File: config.mk
export PLATFORM = sky130hd
export DESIGN_NAME = alarm_timer64
export DESIGN_NICKNAME = d
export VERILOG_FILES = /design/src/rtl/tmr64_pkg.sv /design/src/rtl/tmr_prescaler.sv /design/src/rtl/tmr_counter.sv /design/src/rtl/tmr_irq.sv /design/src/rtl/tmr_regs.sv /design/src/rtl/alarm_timer64.sv
export SDC_FILE = /design/constraint.sdc
export NUM_CORES = 1
export LEC_CHECK = 0
export BUFFER_PORTS_ARGS = -buffer_cell sky130_fd_sc_hd__buf_4
export CAP_MARGIN = 10
export CORE_MARGIN = 2
export CORE_UTILIZATION = 40
export DETAILED_ROUTE_END_ITERATION = 10
export PLACE_DENSITY = 0.69
export SLEW_MARGIN = 20
export SYNTH_ARGS = -nofsm -noshare
export SYNTH_HDL_FRONTEND = slang
export SYNTH_SLANG_ARGS = --single-unit
File: constraint.sdc
create_clock -name clk -period 4.1 [get_ports clk]
set_clock_uncertainty 0.2 [all_clocks]
set_input_delay 0.82 -clock clk [delete_from_list [all_inputs] [get_ports clk]]
set_output_delay 0.82 -clock clk [all_outputs]
set_load 0.02 [all_outputs]
File: src/rtl/tmr64_pkg.sv
package tmr64_pkg;

  localparam int unsigned DIV_W = 16;

  localparam logic [3:0] A_CTRL       = 4'd0;
  localparam logic [3:0] A_SNAP       = 4'd1;
  localparam logic [3:0] A_RELOAD     = 4'd2;
  localparam logic [3:0] A_IRQ        = 4'd3;
  localparam logic [3:0] A_SNAP_BASE  = 4'd4;
  localparam logic [3:0] A_LOAD_BASE  = 4'd8;
  localparam logic [3:0] A_ALARM_BASE = 4'd12;

  typedef struct packed {
    logic [DIV_W-1:0] div;
    logic [9:0]       rsv;
    logic             edge_en;
    logic             lvl_en;
    logic             arm;
    logic             auto_rl;
    logic             up;
    logic             run;
  } ctrl_t;

endpackage

File: src/rtl/tmr_prescaler.sv
module tmr_prescaler #(
  parameter int unsigned DIV_W = 16
) (
  input  logic             clk,
  input  logic             rst_n,
  input  logic             run,
  input  logic             restart,
  input  logic [DIV_W-1:0] div,
  output logic             tick
);
  localparam logic [DIV_W-1:0] ONE = DIV_W'(1);

  logic [DIV_W-1:0] pcnt_q, pcnt_d;
  logic [DIV_W-1:0] term;

  // terminal phase: field 0 -> all ones (2^DIV_W), field 1 -> 1 (divide by 2)
  always_comb begin
    if (div == '0)       term = '1;
    else if (div == ONE) term = ONE;
    else                 term = div - ONE;
  end

  assign tick = run && (pcnt_q == term);

  always_comb begin
    pcnt_d = pcnt_q;
    if (restart)   pcnt_d = '0;
    else if (tick) pcnt_d = '0;
    else if (run)  pcnt_d = pcnt_q + ONE;
  end

  always_ff @(posedge clk or negedge rst_n) begin
    if (!rst_n) pcnt_q <= '0;
    else        pcnt_q <= pcnt_d;
  end
endmodule

File: src/rtl/tmr_counter.sv
module tmr_counter #(
  parameter int unsigned CNT_W = 64
) (
  input  logic             clk,
  input  logic             rst_n,
  input  logic             step,
  input  logic             up,
  input  logic             sw_load,
  input  logic             auto_rl,
  input  logic             arm,
  input  logic [CNT_W-1:0] load_val,
  input  logic [CNT_W-1:0] alarm_val,
  output logic [CNT_W-1:0] count,
  output logic             fire
);
  localparam logic [CNT_W-1:0] ONE = CNT_W'(1);

  logic [CNT_W-1:0] cnt_q, cnt_d;

  assign fire  = arm && (cnt_q == alarm_val);
  assign count = cnt_q;

  // priority: software load, then reload on alarm, then a counting step
  always_comb begin
    cnt_d = cnt_q;
    if (sw_load)              cnt_d = load_val;
    else if (fire && auto_rl) cnt_d = load_val;
    else if (step)            cnt_d = up ? (cnt_q + ONE) : (cnt_q - ONE);
  end

  always_ff @(posedge clk or negedge rst_n) begin
    if (!rst_n) cnt_q <= '0;
    else        cnt_q <= cnt_d;
  end
endmodule

File: src/rtl/tmr_irq.sv
module tmr_irq (
  input  logic clk,
  input  logic rst_n,
  input  logic fire,
  input  logic lvl_en,
  input  logic edge_en,
  input  logic clr,
  output logic irq_level,
  output logic irq_pulse
);
  logic lvl_q, lvl_d, pls_q, pls_d;

  always_comb begin
    lvl_d = lvl_q;
    if (clr)            lvl_d = 1'b0;
    if (fire && lvl_en) lvl_d = 1'b1;
    pls_d = fire && edge_en;
  end

  always_ff @(posedge clk or negedge rst_n) begin
    if (!rst_n) begin
      lvl_q <= 1'b0;
      pls_q <= 1'b0;
    end else begin
      lvl_q <= lvl_d;
      pls_q <= pls_d;
    end
  end

  assign irq_level = lvl_q;
  assign irq_pulse = pls_q;
endmodule

File: src/rtl/tmr_regs.sv
module tmr_regs
  import tmr64_pkg::*;
#(
  parameter int unsigned CNT_W  = 64,
  parameter int unsigned DATA_W = 32,
  parameter int unsigned ADDR_W = 4
) (
  input  logic              clk,
  input  logic              rst_n,
  input  logic              wr_en,
  input  logic [ADDR_W-1:0] wr_addr,
  input  logic [DATA_W-1:0] wr_data,
  input  logic [ADDR_W-1:0] rd_addr,
  output logic [DATA_W-1:0] rd_data,
  input  logic [CNT_W-1:0]  count,
  input  logic              fire,
  input  logic              irq_level,
  output ctrl_t             ctrl,
  output logic [CNT_W-1:0]  load_val,
  output logic [CNT_W-1:0]  alarm_val,
  output logic              div_restart,
  output logic              sw_load,
  output logic              irq_clr
);
  localparam int unsigned NW = CNT_W / DATA_W;

  ctrl_t            ctrl_q, ctrl_d;
  logic [CNT_W-1:0] load_q, load_d, alarm_q, alarm_d, snap_q, snap_d;
  logic [NW-1:0]    ld_we, al_we, sn_re;
  logic             wr_ctrl, wr_snap;
  ctrl_t            ctrl_new;

  assign wr_ctrl  = wr_en && (wr_addr == ADDR_W'(A_CTRL));
  assign wr_snap  = wr_en && (wr_addr == ADDR_W'(A_SNAP));
  assign sw_load  = wr_en && (wr_addr == ADDR_W'(A_RELOAD));
  assign irq_clr  = wr_en && (wr_addr == ADDR_W'(A_IRQ));
  assign ctrl_new = ctrl_t'(wr_data[31:0]);
  assign div_restart = wr_ctrl && (ctrl_new.div != ctrl_q.div);

  genvar w;
  generate
    for (w = 0; w < NW; w++) begin : g_word
      assign ld_we[w] = wr_en && (wr_addr == ADDR_W'(A_LOAD_BASE + w));
      assign al_we[w] = wr_en && (wr_addr == ADDR_W'(A_ALARM_BASE + w));
      assign sn_re[w] = (rd_addr == ADDR_W'(A_SNAP_BASE + w));
    end
  endgenerate

  always_comb begin
    ctrl_d = ctrl_q;
    if (fire)    ctrl_d.arm = 1'b0;
    if (wr_ctrl) ctrl_d = ctrl_new;
    load_d  = load_q;
    alarm_d = alarm_q;
    for (int i = 0; i < NW; i++) begin
      if (ld_we[i]) load_d[i*DATA_W +: DATA_W]  = wr_data;
      if (al_we[i]) alarm_d[i*DATA_W +: DATA_W] = wr_data;
    end
    snap_d = wr_snap ? count : snap_q;
  end

  always_ff @(posedge clk or negedge rst_n) begin
    if (!rst_n) begin
      ctrl_q  <= '0;
      load_q  <= '0;
      alarm_q <= '0;
      snap_q  <= '0;
    end else begin
      ctrl_q  <= ctrl_d;
      load_q  <= load_d;
      alarm_q <= alarm_d;
      snap_q  <= snap_d;
    end
  end

  always_comb begin
    rd_data = '0;
    if (rd_addr == ADDR_W'(A_CTRL)) rd_data = DATA_W'(ctrl_q);
    if (rd_addr == ADDR_W'(A_IRQ))  rd_data = DATA_W'(irq_level);
    for (int i = 0; i < NW; i++) begin
      if (sn_re[i]) rd_data = snap_q[i*DATA_W +: DATA_W];
    end
  end

  assign ctrl      = ctrl_q;
  assign load_val  = load_q;
  assign alarm_val = alarm_q;
endmodule

File: src/rtl/alarm_timer64.sv
module alarm_timer64
  import tmr64_pkg::*;
#(
  parameter int unsigned CNT_W  = 64,
  parameter int unsigned DATA_W = 32,
  parameter int unsigned ADDR_W = 4
) (
  input  logic              clk,
  input  logic              rst_n,
  input  logic              wr_en,
  input  logic [ADDR_W-1:0] wr_addr,
  input  logic [DATA_W-1:0] wr_data,
  input  logic [ADDR_W-1:0] rd_addr,
  output logic [DATA_W-1:0] rd_data,
  output logic              irq_level,
  output logic              irq_pulse
);
  ctrl_t            ctrl_w;
  logic [CNT_W-1:0] load_w, alarm_w, count_w;
  logic             div_restart_w, sw_load_w, irq_clr_w, tick_w, fire_w;

  tmr_regs #(.CNT_W(CNT_W), .DATA_W(DATA_W), .ADDR_W(ADDR_W)) u_regs (
    .clk(clk), .rst_n(rst_n), .wr_en(wr_en), .wr_addr(wr_addr), .wr_data(wr_data),
    .rd_addr(rd_addr), .rd_data(rd_data), .count(count_w), .fire(fire_w),
    .irq_level(irq_level), .ctrl(ctrl_w), .load_val(load_w), .alarm_val(alarm_w),
    .div_restart(div_restart_w), .sw_load(sw_load_w), .irq_clr(irq_clr_w)
  );

  tmr_prescaler #(.DIV_W(DIV_W)) u_pre (
    .clk(clk), .rst_n(rst_n), .run(ctrl_w.run), .restart(div_restart_w),
    .div(ctrl_w.div), .tick(tick_w)
  );

  tmr_counter #(.CNT_W(CNT_W)) u_cnt (
    .clk(clk), .rst_n(rst_n), .step(tick_w), .up(ctrl_w.up), .sw_load(sw_load_w),
    .auto_rl(ctrl_w.auto_rl), .arm(ctrl_w.arm), .load_val(load_w),
    .alarm_val(alarm_w), .count(count_w), .fire(fire_w)
  );

  tmr_irq u_irq (
    .clk(clk), .rst_n(rst_n), .fire(fire_w), .lvl_en(ctrl_w.lvl_en),
    .edge_en(ctrl_w.edge_en), .clr(irq_clr_w), .irq_level(irq_level),
    .irq_pulse(irq_pulse)
  );
endmodule

==> flow_summary_export.csv <==
group,metric,value,unit
floorplanning,die-area,46950,sq um
floorplanning,io_pins,77,
status,status,"completed",
cts,path_clk_slew,0.06,ns
routing,routedWlPerCell,22.90,um
final_layout,multi_input_area,9948,sq um
cts,cts_buffers,35,
power,cellPowerDensity,650.8,nW/um^2
timing,setup_violations,0,
cts,cts_num_sinks,306,
worst_setup_path,cp.arrival,4.23,ns
cts,tritoncts,"yes",
worst_setup_path,crit_required,4.36,ns
placement,dpl.hpwl,42.44,mm
yosys,synth_edf_count,0,
routing,vias,15303,
yosys,post_synth.cell_area_avg,9.872,sq um
timing,tightest_slew,0.9931,ns
yosys,synth_ff_type,"dfrtp_1",
timing,fin_tns_setup,0,ns
yosys,netlist_area,18090,sq um
floorplanning,start_util,40.74,%
cts,clk_latency,0.54,ns
cts,clk_path_buf_depth,3,
worst_setup_path,path_class,"flip-flop to flip-flop",
yosys,ys_seq_area_share,42.32,%
floorplanning,dieWidth,216.7,um
yosys,postSynthCellCount,1833,
yosys,synthArstFlopShare,100.0,%
final_layout,layout_common_cells,"306 x dfrtp_1, 211 x mux2_2, 157 x nand2_1",
power,irDropWorstVdd,0.0004142,V
routing,routed_wl,58.12,mm
floorplanning,core_area,44410,sq um
timing,timing.fmax,251.9,MHz
routing,via_per_inst,6.030,
final_layout,layout-drive-gt1-share,23.96,%
timing,hold_viol,0,
placement,dp_slack,0.02245,ns
floorplanning,row_count,77,
routing,first_iter_violations,1726,
timing,finalCritPeriodShare,96.83,%
final_layout,fill_cells,4054,
grt,grt_max_degree,101,
cts,cts-root-buf,"clkbuf_16",
routing,ant_nets,0,
grt,antenna_found_initial,1,
timing,relSlewSlack,33.80,%
floorplanning,die_height,216.7,um
grt,grt-ovfl-total,0,
flow_run,drv_cap,0,
placement,place_congestion,0.9623,
hold_path,hp-class,"primary input to asynchronous set/reset pin",
power,p_leak,0.009320,uW
grt,track_usage,24.57,%
grt,grt_pass1_wl,89.49,mm
yosys,synth_cell_type_count,72,
timing,layout_setup_ws,0.1298,ns
final_layout,nNetsFinal,2030,
worst_setup_path,worstSetupEndpointType,"flip-flop",
final_layout,final_common_cell,"dfrtp_1",
grt,grt_pass1_vias,15088,
timing,rsz0062_at_grt,"true",
timing,drv_slew,0,
worst_setup_path,cp_max_fo,44,
cts,htreeDepth,2,
timing,period_minus_slack,3.970,ns
final_layout,syn_to_final_growth,16.65,%
cts,cts_setup_buffers,0,
placement,portBuffers,76,
yosys,syn_nets,1943,
routing,drc,0,
yosys,ys_ff_latch,306,
worst_setup_path,critPathLaunchType,"flip-flop",
yosys,ys_warn_count,0,
final_layout,regArea,7657,sq um
routing,drtPass1Iterations,7,
## per-stage QoR
step	util, %	instances	hold WS (ns)	power, uW	area (sq um)
4_1_cts	47.35	2537	0.1769	13630	21030
3_3_place_gp	44.69	2475	0.2618	10240	19850
6_report	47.53	2538	0.1565	13740	21110
2_1_floorplan	-	1833	0.2498	8366	18200
3_5_place_dp	44.69	2475	0.2712	10360	19850
5_1_grt	47.52	2537	0.2135	14490	21110
## routing by layer
metal  vias to the layer above  part of all wire (%)  wire length [um]  global-route usage [%]
met5                         -                     0                 0                       0
met4                         0                   3.7              2153                   9.132
met3                       116                   6.4              3700                   3.270
met2                       580                    47             27330                   40.13
met1                      7736                    43             24930                   33.32
li1                       6871                     -                 -                       -
## worst max-delay path: stages, from the launching register on
cell      delay, ns
dfrtp_1        0.38
inv_1          0.10
ha_1           0.17
or4b_4         0.50
nor4_4         0.20
xnor2_2        0.13
or4b_1         0.52
a22oi_1        0.17
a311oi_1       0.12
or4_4          0.60
buf_12         0.19
buf_6          0.20
nor3b_1        0.18
mux2i_1        0.11
nand3_1        0.08
## cell usage after synthesis (32+ instances only)
master    instances  area, sq um
clkbuf_1         73        274.0
inv_1            82        307.8
a222oi_1         32        320.3
nand3_1          38        190.2
nand2_1         157        589.3
o21ai_0          85        425.4
nand4_1          32        200.2
xor2_1           50        437.9
a31oi_1          63        394.1
mux2_2          211         2376
nor2_1          110        412.9
ha_1             66        825.8
xnor2_1          79        691.9
dfrtp_1         306         7657
a21oi_1         121        605.6
## power breakdown
part	total (uW)	internal [uW]	leakage, uW	switching, uW
registers	4670	3840	0.00370	835
logic	5830	2510	0.00504	3320
clock network	3240	1940	0.000577	1300
## what timing repair did
action                     CTS  global route
pin swaps                    0             1
hold buffers                 0             0
resized for setup            1            18
setup endpoints to repair    1            43
## state kept, by name (all words and copies together), names as in the netlist
name	count
u_cnt.count	64
u_regs.alarm_val	64
u_regs.load_val	64
u_irq.irq_pulse	1
u_regs.snap_q	64
u_pre.pcnt_q	16
u_irq.irq_level	1
u_regs.ctrl	32
## cell families after synthesis
family,count (synthesis),share of synthesized area (%)
muxes,218,13.52
and+or+nand+nor,488,13.36
adders and majority gates,67,4.674
AOI/OAI and AO/OA,441,15.83
DFF,306,42.32
buffers and inverters,184,4.052
xor gates and xnor gates,129,6.244
## cell type report
type	instances	share of cell area, %
antenna	1	0.01186
clock buffer	50	4.849
clock inverter	12	0.7528
inverter	82	1.476
multi-input combinational	1343	47.13
sequential	306	36.28
tap	592	3.509
timing repair buffer	152	5.993
## worst paths after layout
check / from / end / slack [ns] / cells past startpoint
setup / recovery: u_regs.ctrl[17] / u_cnt.count[59] / 0.13 / 14
hold / removal: rst_n / u_regs.snap_q[2] / 0.16 / 1
setup reg to reg: u_regs.ctrl[17] / u_cnt.count[59] / 0.13 / 14
hold reg to reg: u_regs.snap_q[0] / u_regs.snap_q[0] / 0.28 / 2
max in group asynchronous: rst_n / u_regs.ctrl[8] / 2.56 / 2
min in group clk: u_regs.snap_q[0] / u_regs.snap_q[0] / 0.28 / 2
No activity file was read; power rests on OpenSTA's default activity.
